--- src/rtl/seg_xlate_pkg.sv ---
package seg_xlate_pkg;

  typedef enum logic [1:0] {
    ACC_FETCH = 2'd0,
    ACC_LOAD  = 2'd1,
    ACC_STORE = 2'd2,
    ACC_ALT   = 2'd3
  } acc_kind_e;

  typedef enum logic [1:0] {
    FLT_NONE    = 2'd0,
    FLT_INVALID = 2'd1,
    FLT_BOUNDS  = 2'd2,
    FLT_PROTECT = 2'd3
  } fault_e;

  localparam int unsigned DFLT_ENTRIES = 4;

  // Reset layout of the table: base, limit and store permission per entry.
  function automatic logic [15:0] dflt_base(input int unsigned i);
    case (i)
      0:       return 16'h4000;
      1:       return 16'h4800;
      2:       return 16'hF000;
      default: return 16'h0000;
    endcase
  endfunction

  function automatic logic [15:0] dflt_limit(input int unsigned i);
    case (i)
      0:       return 16'h0800;
      1:       return 16'h1400;
      2:       return 16'h1000;
      default: return 16'h3000;
    endcase
  endfunction

  function automatic logic dflt_store_ok(input int unsigned i);
    return (i == 1) || (i == 3);
  endfunction

endpackage

--- src/rtl/seg_table.sv ---
module seg_table #(
  parameter int unsigned ADDR_W   = 16,
  parameter int unsigned SEG_BITS = 2,
  localparam int unsigned NSEG    = 1 << SEG_BITS
) (
  input  logic                           clk,
  input  logic                           rst_n,
  input  logic                           wr_en,
  input  logic [SEG_BITS-1:0]            wr_idx,
  input  logic [ADDR_W-1:0]              wr_base,
  input  logic [ADDR_W-1:0]              wr_limit,
  input  logic                           wr_present,
  input  logic                           wr_store_ok,
  output logic [NSEG-1:0][ADDR_W-1:0]    base_q,
  output logic [NSEG-1:0][ADDR_W-1:0]    limit_q,
  output logic [NSEG-1:0]                present_q,
  output logic [NSEG-1:0]                store_ok_q
);
  import seg_xlate_pkg::*;

  for (genvar g = 0; g < NSEG; g++) begin : g_ent
    logic              hit;
    logic [ADDR_W-1:0] base_d, limit_d;
    logic              present_d, store_ok_d;
    logic [ADDR_W-1:0] rst_base, rst_limit;
    logic              rst_present, rst_store_ok;

    if (g < DFLT_ENTRIES) begin : g_dflt
      assign rst_base     = ADDR_W'(dflt_base(g));
      assign rst_limit    = ADDR_W'(dflt_limit(g));
      assign rst_present  = 1'b1;
      assign rst_store_ok = dflt_store_ok(g);
    end else begin : g_empty
      assign rst_base     = '0;
      assign rst_limit    = '0;
      assign rst_present  = 1'b0;
      assign rst_store_ok = 1'b0;
    end

    assign hit = wr_en && (wr_idx == SEG_BITS'(g));

    always_comb begin
      base_d     = base_q[g];
      limit_d    = limit_q[g];
      present_d  = present_q[g];
      store_ok_d = store_ok_q[g];
      if (hit) begin
        base_d     = wr_base;
        limit_d    = wr_limit;
        present_d  = wr_present;
        store_ok_d = wr_store_ok;
      end
    end

    always_ff @(posedge clk or negedge rst_n) begin
      if (!rst_n) begin
        base_q[g]     <= rst_base;
        limit_q[g]    <= rst_limit;
        present_q[g]  <= rst_present;
        store_ok_q[g] <= rst_store_ok;
      end else if (hit) begin
        base_q[g]     <= base_d;
        limit_q[g]    <= limit_d;
        present_q[g]  <= present_d;
        store_ok_q[g] <= store_ok_d;
      end
    end
  end

endmodule

--- src/rtl/seg_lookup.sv ---
module seg_lookup #(
  parameter int unsigned ADDR_W   = 16,
  parameter int unsigned SEG_BITS = 2,
  localparam int unsigned NSEG    = 1 << SEG_BITS,
  localparam int unsigned OFF_W   = ADDR_W - SEG_BITS
) (
  input  logic [ADDR_W-1:0]              vaddr,
  input  logic [1:0]                     kind,
  input  logic [NSEG-1:0][ADDR_W-1:0]    base_q,
  input  logic [NSEG-1:0][ADDR_W-1:0]    limit_q,
  input  logic [NSEG-1:0]                present_q,
  input  logic [NSEG-1:0]                store_ok_q,
  output logic [ADDR_W-1:0]              paddr,
  output logic [1:0]                     fault
);
  import seg_xlate_pkg::*;

  logic [SEG_BITS-1:0] sel;
  logic [OFF_W-1:0]    off;
  logic [ADDR_W-1:0]   off_ext, sum;
  logic                over, deny;

  assign sel     = vaddr[ADDR_W-1 -: SEG_BITS];
  assign off     = vaddr[OFF_W-1:0];
  assign off_ext = ADDR_W'(off);
  // Width-matched add: carry out of the top bit is dropped (wraps).
  assign sum     = base_q[sel] + off_ext;
  assign over    = off_ext >= limit_q[sel];
  assign deny    = (kind == ACC_STORE) && !store_ok_q[sel];

  // Priority: absent entry, then limit, then permission.
  always_comb begin
    paddr = '0;
    fault = FLT_NONE;
    if (!present_q[sel])  fault = FLT_INVALID;
    else if (over)        fault = FLT_BOUNDS;
    else if (deny)        fault = FLT_PROTECT;
    else                  paddr = sum;
  end

endmodule

--- src/rtl/seg_resp_stage.sv ---
module seg_resp_stage #(
  parameter int unsigned ADDR_W = 16
) (
  input  logic              clk,
  input  logic              rst_n,
  input  logic              in_valid,
  output logic              in_ready,
  input  logic [ADDR_W-1:0] in_paddr,
  input  logic [1:0]        in_fault,
  output logic              out_valid,
  input  logic              out_ready,
  output logic [ADDR_W-1:0] out_paddr,
  output logic [1:0]        out_fault
);
  logic              load_en;
  logic              valid_d;

  assign in_ready = !out_valid || out_ready;
  assign load_en  = in_valid && in_ready;

  always_comb begin
    valid_d = out_valid;
    if (load_en)        valid_d = 1'b1;
    else if (out_ready) valid_d = 1'b0;
  end

  always_ff @(posedge clk or negedge rst_n) begin
    if (!rst_n) out_valid <= 1'b0;
    else        out_valid <= valid_d;
  end

  always_ff @(posedge clk or negedge rst_n) begin
    if (!rst_n) begin
      out_paddr <= '0;
      out_fault <= '0;
    end else if (load_en) begin
      out_paddr <= in_paddr;
      out_fault <= in_fault;
    end
  end

endmodule

--- src/rtl/seg_xlate_top.sv ---
module seg_xlate_top #(
  parameter int unsigned ADDR_W   = 16,
  parameter int unsigned SEG_BITS = 2
) (
  input  logic                clk,
  input  logic                rst_n,
  input  logic                tbl_we,
  input  logic [SEG_BITS-1:0] tbl_idx,
  input  logic [ADDR_W-1:0]   tbl_base,
  input  logic [ADDR_W-1:0]   tbl_limit,
  input  logic                tbl_present,
  input  logic                tbl_store_ok,
  input  logic                req_valid,
  output logic                req_ready,
  input  logic [ADDR_W-1:0]   req_vaddr,
  input  logic [1:0]          req_kind,
  output logic                rsp_valid,
  input  logic                rsp_ready,
  output logic [ADDR_W-1:0]   rsp_paddr,
  output logic [1:0]          rsp_fault
);
  localparam int unsigned NSEG = 1 << SEG_BITS;

  logic [NSEG-1:0][ADDR_W-1:0] base_q, limit_q;
  logic [NSEG-1:0]             present_q, store_ok_q;
  logic [ADDR_W-1:0]           lk_paddr;
  logic [1:0]                  lk_fault;

  seg_table #(.ADDR_W(ADDR_W), .SEG_BITS(SEG_BITS)) u_table (
    .clk        (clk),
    .rst_n      (rst_n),
    .wr_en      (tbl_we),
    .wr_idx     (tbl_idx),
    .wr_base    (tbl_base),
    .wr_limit   (tbl_limit),
    .wr_present (tbl_present),
    .wr_store_ok(tbl_store_ok),
    .base_q     (base_q),
    .limit_q    (limit_q),
    .present_q  (present_q),
    .store_ok_q (store_ok_q)
  );

  seg_lookup #(.ADDR_W(ADDR_W), .SEG_BITS(SEG_BITS)) u_lookup (
    .vaddr     (req_vaddr),
    .kind      (req_kind),
    .base_q    (base_q),
    .limit_q   (limit_q),
    .present_q (present_q),
    .store_ok_q(store_ok_q),
    .paddr     (lk_paddr),
    .fault     (lk_fault)
  );

  seg_resp_stage #(.ADDR_W(ADDR_W)) u_resp (
    .clk      (clk),
    .rst_n    (rst_n),
    .in_valid (req_valid),
    .in_ready (req_ready),
    .in_paddr (lk_paddr),
    .in_fault (lk_fault),
    .out_valid(rsp_valid),
    .out_ready(rsp_ready),
    .out_paddr(rsp_paddr),
    .out_fault(rsp_fault)
  );

endmodule

--- config.mk ---
export PLATFORM = sky130hd
export DESIGN_NAME = seg_xlate_top
export DESIGN_NICKNAME = d
export VERILOG_FILES = /design/src/rtl/seg_xlate_pkg.sv /design/src/rtl/seg_table.sv /design/src/rtl/seg_lookup.sv /design/src/rtl/seg_resp_stage.sv /design/src/rtl/seg_xlate_top.sv
export SDC_FILE = /design/constraint.sdc
export NUM_CORES = 1
export LEC_CHECK = 0
export ABC_CLOCK_PERIOD_IN_PS = 5350
export CORE_UTILIZATION = 49
export DETAILED_ROUTE_END_ITERATION = 10
export HOLD_SLACK_MARGIN = 0.1
export PLACE_DENSITY = 0.68
export SETUP_SLACK_MARGIN = 0.05
export SLEW_MARGIN = 15
export SYNTH_ARGS = -nofsm -noshare
export SYNTH_HDL_FRONTEND = slang
export SYNTH_HIERARCHICAL = 1
export SYNTH_SLANG_ARGS = --single-unit
export TNS_END_PERCENT = 10
--- constraint.sdc ---
create_clock -name clk -period 5.35 [get_ports clk]
set_input_delay 0.8025 -clock clk [delete_from_list [all_inputs] [get_ports clk]]
set_output_delay 0.8025 -clock clk [all_outputs]
set_load 0.1 [all_outputs]
== After elaboration in Yosys (flattened, before gate mapping) ==
Index checks and enable logic that the tools add are counted.
Word-level totals
  flip-flop bits (word level): 155
  logic and storage cells: 53
  input port bits: 59
Operators by class
  muxes and demuxes: 16
  equality and inequality tests: 4
  reductions and logical operators: 11
  add/subtract/negate cells: 1
  order comparisons: 2
Operators with widths (number)
  two-way mux 16 bit: 5
  binary-select mux 16 bit (select 2 bit): 2
  adder 16 x 14 -> 16 bit: 1
  >= comparator 14 x 16 -> 1 bit: 1
  equality test 2 bit, second input constant: 3
  logical AND 1 bit: 6
  two-way mux 2 bit: 3
  binary-select mux 1 bit (select 2 bit): 2
  two-way mux 1 bit: 4
  less-than comparator 2 x 3 -> 1 bit, second input constant: 1
  equality test 2 x 1 -> 1 bit, second input constant: 1
  zero test 1 bit: 2
  zero test 2 bit: 1
  nonzero test 2 bit: 1
  logical OR 1 bit: 1

== Logic depth before layout (Yosys ltp) ==
Gate-level depths: netlist of run 1.
  word-level depth: 7
  depth in mapped cells: 14

== By module ==
The synthesis of run 1 kept the hierarchy.
By module, submodules not included
  seg_table: instances 1, cells an instance 288, sequential area each 3427.0 sq um, area each 5126.2 sq um
  seg_lookup: instances 1, cells an instance 221, sequential area each 0.0 sq um, area each 2024.4 sq um
  seg_resp_stage: instances 1, cells an instance 41, sequential area each 475.5 sq um, area each 758.2 sq um

== Worst setup path after synthesis of run 1 ==
No wires, ideal clock.
  path kind: input-to-reg
  start point: input req_vaddr[14]
  end point: register u_resp.out_paddr[14]
  data arrival time: 3876 ps
  path slack: 1348 ps
  required time: 5224 ps
  stages: 13
  path through: buf_6 -> buf_2 -> buf_2 -> mux4_2 -> ha_1 -> fa_1 -> a21o_1 -> a21oi_1 -> o21ai_0 -> a41oi_1 -> xor2_1 -> nor2_1 -> mux2_2
On the way
  word-level cells in the longest chain between the ends: 7
  elaborated cells on any way between the ends: 15
RTL lines
  from (decl): RTL line seg_xlate_top.sv:15  | input logic [ADDR_W-1:0] req_vaddr,
  parallel branches: the longest is 6 deep, another holds adder 16 x 14 -> 16 bit
  two-way mux 16 bit *: RTL line seg_lookup.sv:35  | if (!present_q[sel]) fault = FLT_INVALID;
  named net lk_paddr[14]: RTL line seg_xlate_top.sv:26  | logic [ADDR_W-1:0] lk_paddr;
  to (signal assigned): RTL line seg_resp_stage.sv:37  | out_paddr <= in_paddr;
  to (decl): RTL line seg_resp_stage.sv:12  | output logic [ADDR_W-1:0] out_paddr,
Mark *: on every way through the listed nets, which the timed path passes. The select of a mux whose other input is x is not followed.
A chain may end at the register's enable or synchronous reset.

== Worst setup path in the final report of run 1 ==
  start point: input req_vaddr[15]
  end point: register u_resp.out_paddr[15]
Same word-level chain as after synthesis.

==> results of run 1 <==
state kept, by name, indices dropped and copies added, names as in the netlist:
| signal | count |
|---|---|
| u_table/base_q | 64 |
| u_table/limit_q | 64 |
| u_resp/out_paddr | 16 |
| u_table/present_q | 4 |
| u_table/store_ok_q | 4 |
| u_resp/out_fault | 2 |
| u_resp/out_valid | 1 |
logic make-up after synthesis:
kind of cell | after synthesis
xor+xnor | 10
compound gates | 54
simple gates | 66
buf+inv | 44
flops | 155
mux | 192
fa+ha+maj | 29
per-stage QoR:
stage / hold slack, ns / instances / utilization / setup slack, ns
6_report: 0.348 / 860 / 0.600 / 1.37
2_1_floorplan: 0.453 / 550 / - / 1.35
3_3_place_gp: 0.463 / 827 / 0.557 / 0.959
5_1_grt: 0.395 / 860 / 0.600 / 1.13
3_5_place_dp: 0.485 / 827 / 0.557 / 0.935
4_1_cts: 0.498 / 859 / 0.598 / 1.38
area by class of cell:
cell class	count	area (µm²)	share of cell area
sequential	155	3900	0.411
tap	216	270	0.0285
multi-input combinational	351	3740	0.394
clock buffer	26	519	0.0547
timing repair buffer	85	850	0.0895
clock inverter	6	130	0.0137
inverter	21	78.8	0.00831
worst paths after layout:
path | from | end | slack, ns | cells past startpoint
max in group asynchronous | rst_n | u_table/base_q[30] | 3.73 | 3
min in group clk | u_table/base_q[10] | u_table/base_q[10] | 0.49 | 1
setup / recovery | req_vaddr[15] | u_resp/out_paddr[15] | 1.37 | 10
hold reg to reg | u_table/base_q[10] | u_table/base_q[10] | 0.49 | 1
hold / removal | rst_n | u_table/base_q[2] | 0.35 | 1
setup reg to reg | u_table/base_q[48] | u_resp/out_paddr[14] | 2.33 | 10
cells in the final DEF, fill, tap and decap left out, types with 4 or more instances in the layout:
master,count
mux2_2,144
dfrtp_1,136
clkdlybuf4s50_1,76
mux4_2,32
ha_1,28
inv_1,21
nor2_1,21
dfstp_2,19
a21oi_1,18
clkbuf_16,17
nand2_1,12
mux2_4,10
a21o_1,9
o21ai_0,7
clkbuf_8,6
buf_4,6
xor2_1,6
bufinv_16,4
mux2i_1,4
nand2b_1,4
nand3_1,4
xnor2_1,4
metal layers:
layer | track usage | wire (µm) | up-vias
li1 | - | - | 2183
met1 | 0.308 | 8250 | 2480
met2 | 0.359 | 8030 | 97
met3 | 0.0421 | 486 | 25
met4 | 0.0907 | 346 | 0
met5 | 0 | 0 | -
report_power, final:
group          internal [mW]  total, mW  switching, mW
Combinational          0.616       1.49          0.873
Clock                  0.855       1.31          0.458
Sequential              1.45       1.57          0.126
Total                   2.92       4.37           1.46
==> run_results.csv, run 1 <==
group,metric,value,unit
status,status,"complete, no violations",
clock_network,numCtsBuffers,17,
critical_path,crit_type,"in2reg",
layout,fillCellCount,1217,
place,postPlaceCellArea,8810,µm²
floorplanning,num_rows,46,
clock_network,cts-resized-gates,0,
global_routing,grt_pass1_vias,5193,
logic_synthesis,ys_warn_count,6,
layout,layout.nets,719,
timing,finalCritPeriodShare,0.744,
floorplanning,die_y,129,µm
logic_synthesis,synth_ff_type,"dfrtp_1",
timing,fmax,0.251,GHz
clock_network,ctsHoldBuffers,0,
power,p_leak,4.10,nW
logic_synthesis,synthCells,550,
timing,rsz0062_at_grt,"false",
logic_synthesis,yosys.cell_count.top_type,"mux2_2",
logic_synthesis,synth_fa_ha_area_frac,0.0468,
logic_synthesis,synth_top_family_by_area,"multiplexers",
critical_path,crit_chain,"clkdlybuf4s50_1 > mux4_2 > ha_1 > o21ai_0 > o21bai_1 > a21boi_0 > a41o_1 > mux2_2 > a21oi_1 > mux2_2",
drt,vias,4785,
logic_synthesis,netlist_top_cells_count,"mux2_2 (144), dfrtp_1 (136), mux4_2 (32)",
layout,diodes,0,
logic_synthesis,synth_area,7910,µm²
critical_path,cp-end-kind,"register",
drt,ant_nets,0,
critical_path,cp_data_required_time,5.72,ns
clock_network,ctsHtreeMaxLevel,4,
clock_network,clockBufferDepth,2,
critical_path,crit_family,"compound AO/OA/AOI/OAI gates",
place,portBuffers,78,
logic_synthesis,synth_simple_gate_area_share,0.0467,
clock_network,clock-sinks,155,
drt,remaining_drc_errors,0,
logic_synthesis,yosysTopAreaCell,"dfrtp_1",
timing,tightest_slew,1.20,ns
global_routing,gr-usage-all-layers,0.226,
timing,finalHoldViolCount,0,
drt,routed_wl,17100,µm
logic_synthesis,ys_seq_elements,155,
place,dpl.hpwl,11400,µm
floorplanning,coreArea,15800,µm²
logic_synthesis,seq_area_frac_synth,0.493,
floorplanning,ios,79,
logic_synthesis,synth_top_area_share,0.430,
floorplanning,die_x,129,µm
critical_path,crit_fanout,13,
logic_synthesis,avgSynthCellArea,14.4,µm²
floorplanning,die_area,16700,µm²
drt,wl_per_cell,19.9,µm
timing,maxSlewHeadroom,0.196,
timing,maxSlewViolCount,0,
critical_path,crit_path_frequent_cell,"mux2_2",
logic_synthesis,synth.mux.area_fraction,0.323,
clock_network,clk_latency,0.43,ns
global_routing,antenna_found_initial,0,
drt,drtIter0Drc,301,
timing,clock_skew,0.00743,ns
clock_network,cts_root_buf,"clkbuf_16",
flow_run,maxCapViolCount,0,
worst_hold_path,hold_path_class,"in2async",
drt,firstDrtPassIters,4,
floorplanning,start_util,0.500,
critical_path,cp_num_buf_inv,1,
clock_network,post_cts_buffers,0,
layout,area_growth,20.0,%
power,irDropWorstVdd,0.000339,V
power,total_power,4.37,mW
logic_synthesis,synth_edf_count,0,
timing,final.min_clock_period,3.98,ns
drt,via_per_inst,5.56,
logic_synthesis,synth_compound_area_frac,0.0451,
global_routing,grt_max_degree,118,
logic_synthesis,synth_xor_area_frac,0.0111,
layout,final_area,9490,µm²
logic_synthesis,yosys-top-cells-area,"dfrtp_1 (43%), mux2_2 (21%), mux4_2 (9.1%)",
logic_synthesis,synth.distinct_cells,52,
timing,timing.setup.tns,0,ns
global_routing,grt-ovfl-total,0,
critical_path,cp_slowest_cell,"clkdlybuf4s50_1",
layout,layout-drive-gt1-share,0.393,
power,power_density,461,nW/µm²
timing,setup_viol_count_final,0,
clock_network,clkTransAtPathRegs,0.06,ns
place,gp_congestion,0.882,
clock_network,cts_tree,"built",
critical_path,arrival,4.35,ns
logic_synthesis,ys_async_sr_fraction,1.00,
global_routing,grt_pass1_wl,27700,µm
logic_synthesis,syn-num-nets,638,
critical_path,cpPeakStageDelay,1.01,ns
critical_path,critPathLaunchType,"primary input",
Note: power is estimated with default switching activity, not from simulation.
==> inputs of run 2 (changes only) <==
--- a/config.mk
+++ b/config.mk
@@ -5,7 +5,7 @@
 export SDC_FILE = /design/constraint.sdc
 export NUM_CORES = 1
 export LEC_CHECK = 0
-export ABC_CLOCK_PERIOD_IN_PS = 5350
+export ABC_CLOCK_PERIOD_IN_PS = 4200
 export CORE_UTILIZATION = 49
 export DETAILED_ROUTE_END_ITERATION = 10
 export HOLD_SLACK_MARGIN = 0.1
==> constraint.sdc (replaced) <==
create_clock -name clk -period 4.2 [get_ports clk]
set_input_delay 0.63 -clock clk [delete_from_list [all_inputs] [get_ports clk]]
set_output_delay 0.63 -clock clk [all_outputs]
set_load 0.1 [all_outputs]
==> run_results.csv, run 2 (synthesized netlist as in run 1, its figures left out) <==
group,metric,value,unit
place,portBuffers,78,
worst_hold_path,hold_path_class,"in2async",
global_routing,grt_most_used_layer,"met2",
drt,ant_nets,0,
clock_network,clockBufferDepth,2,
place,dp_slack,0.198,ns
clock_network,ctsHoldBuffers,0,
layout,fillCellCount,1229,
flow_run,maxCapViolCount,0,
drt,drtIter0Drc,335,
drt,routed_wl,16800,µm
clock_network,clk_latency,0.43,ns
global_routing,grt_max_degree,108,
timing,timing.setup.tns,0,ns
timing,worst_slack,0.615,ns
global_routing,grt_pass1_vias,5122,
critical_path,arrival,3.95,ns
layout,fin_cells,866,
critical_path,reg2regPathDepth,10,
floorplanning,start_util,0.500,
critical_path,crit_path_frequent_cell,"mux2_2",
place,dp_cells,834,
critical_path,cp_slowest_cell,"clkdlybuf4s50_1",
drt,remaining_drc_errors,0,
floorplanning,coreArea,15800,µm²
floorplanning,ios,79,
drt,wl_per_cell,19.4,µm
global_routing,grtUsageMet1,0.311,
global_routing,antenna_found_initial,0,
place,gp_congestion,0.840,
critical_path,crit_family,"buffers and inverters",
clock_network,cts_tree,"built",
drt,via_per_inst,5.55,
timing,setup_viol_count_final,0,
clock_network,post_cts_buffers,0,
clock_network,clock-sinks,155,
timing,maxSlewViolCount,0,
timing,rsz0062_at_grt,"false",
drt,firstDrtPassIters,4,
layout,layout-drive-gt1-share,0.405,
power,p_leak,4.13,nW
global_routing,gr-usage-all-layers,0.223,
floorplanning,num_rows,46,
timing,fmax,0.279,GHz
layout,area_growth,20.6,%
clock_network,ctsHtreeMaxLevel,4,
power,irDropWorstVdd,0.000407,V
global_routing,grt_use_met3,0.0524,
timing,finalHoldViolCount,0,
critical_path,cp-end-kind,"register",
power,power_density,585,nW/µm²
layout,final_cell_mix,"mux2_2 (144), dfrtp_1 (136), clkdlybuf4s50_1 (75), mux4_2 (32), ha_1 (28)",
floorplanning,die_x,129,µm
clock_network,cts-resized-gates,0,
global_routing,grt_pass1_wl,27200,µm
clock_network,clkTransAtPathRegs,0.06,ns
global_routing,grt_util_met2,0.347,
critical_path,crit_fanout,9,
critical_path,cp_num_buf_inv,2,
critical_path,cp_data_required_time,4.57,ns
critical_path,critPathLaunchType,"primary input",
floorplanning,die_area,16700,µm²
layout,reg_top3,"u_table/base_q x64, u_table/limit_q x64, u_resp/out_paddr x16",
timing,tightest_slew,0.972,ns
timing,worst_hold_slack,0.319,ns
floorplanning,die_y,129,µm
layout,fin_util,0.603,
timing,clock_skew,0.00862,ns
global_routing,grt-ovfl-total,0,
layout,diodes,0,
timing,finalCritPeriodShare,0.854,
timing,final.min_clock_period,3.59,ns
critical_path,crit_chain,"clkdlybuf4s50_1 > buf_4 > mux4_2 > ha_1 > o21ai_0 > o21bai_1 > a21boi_0 > a41o_1 > mux2_2 > a21oi_1 > mux2_2",
clock_network,cts_root_buf,"clkbuf_16",
critical_path,cpPeakStageDelay,0.78,ns
drt,vias,4804,
layout,layout.nets,725,
timing,maxSlewHeadroom,0.350,
clock_network,numCtsBuffers,17,
place,dpl.hpwl,11600,µm
critical_path,path_depth,11,
status,status,"complete, no violations",
layout,layout_commonest_cell,"mux2_2",
critical_path,crit_type,"in2reg",
run 2: final cells by class:
cell class | instances | area (µm²) | area share
Tap cell | 216 | 270 | 0.0283
Clock buffer | 17 | 425 | 0.0446
Inverter | 21 | 78.8 | 0.00826
Clock inverter | 15 | 226 | 0.0237
Timing Repair Buffer | 91 | 897 | 0.0940
Multi-Input combinational cell | 351 | 3740 | 0.392
Sequential cell | 155 | 3900 | 0.409
run 2: metrics by stage:
step                power [mW]  cell area [µm²]
CTS                       5.63             9540
detailed placement        3.93             8890
floorplan                 3.44             7910
global route              5.86             9540
finish                    5.58             9540
global placement          3.87             8890
run 2: final timing paths:
| kind | start | endpoint | slack (ns) |
|---|---|---|---|
| max | req_vaddr[15] | u_resp/out_paddr[15] | 0.61 |
| min | rst_n | u_table/base_q[17] | 0.32 |
| max reg2reg | u_table/base_q[48] | u_resp/out_paddr[14] | 1.20 |
| min reg2reg | u_table/base_q[11] | u_table/base_q[11] | 0.49 |
| max in group asynchronous | rst_n | u_table/base_q[44] | 2.87 |
| min in group clk | u_table/base_q[11] | u_table/base_q[11] | 0.49 |
run 2: where the power goes:
part / switching [mW] / total, mW / internal, mW / leakage, nW
clock: 0.658 / 1.68 / 1.02 / 0.317
sequential: 0.161 / 2.00 / 1.84 / 1.83
combinational: 1.11 / 1.90 / 0.789 / 1.99
run 2: worst reg2reg max path: cells and delay by family, from the launching register on:
| family | cells | cell delay (ns) |
|---|---|---|
| xor gates and xnor gates | 1 | 0.17 |
| adders and majority gates | 2 | 0.64 |
| AOI/OAI and AO/OA | 4 | 0.93 |
| DFF | 1 | 0.37 |
| and+or+nand+nor | 1 | 0.05 |
| muxes | 2 | 0.71 |
run 2: layer usage:
metal	vias up	part of all wire	routed length, µm
met1	2466	0.48	8070
met5	-	0	0
li1	2212	-	-
met4	0	0.016	265
met2	108	0.46	7780
met3	18	0.040	672
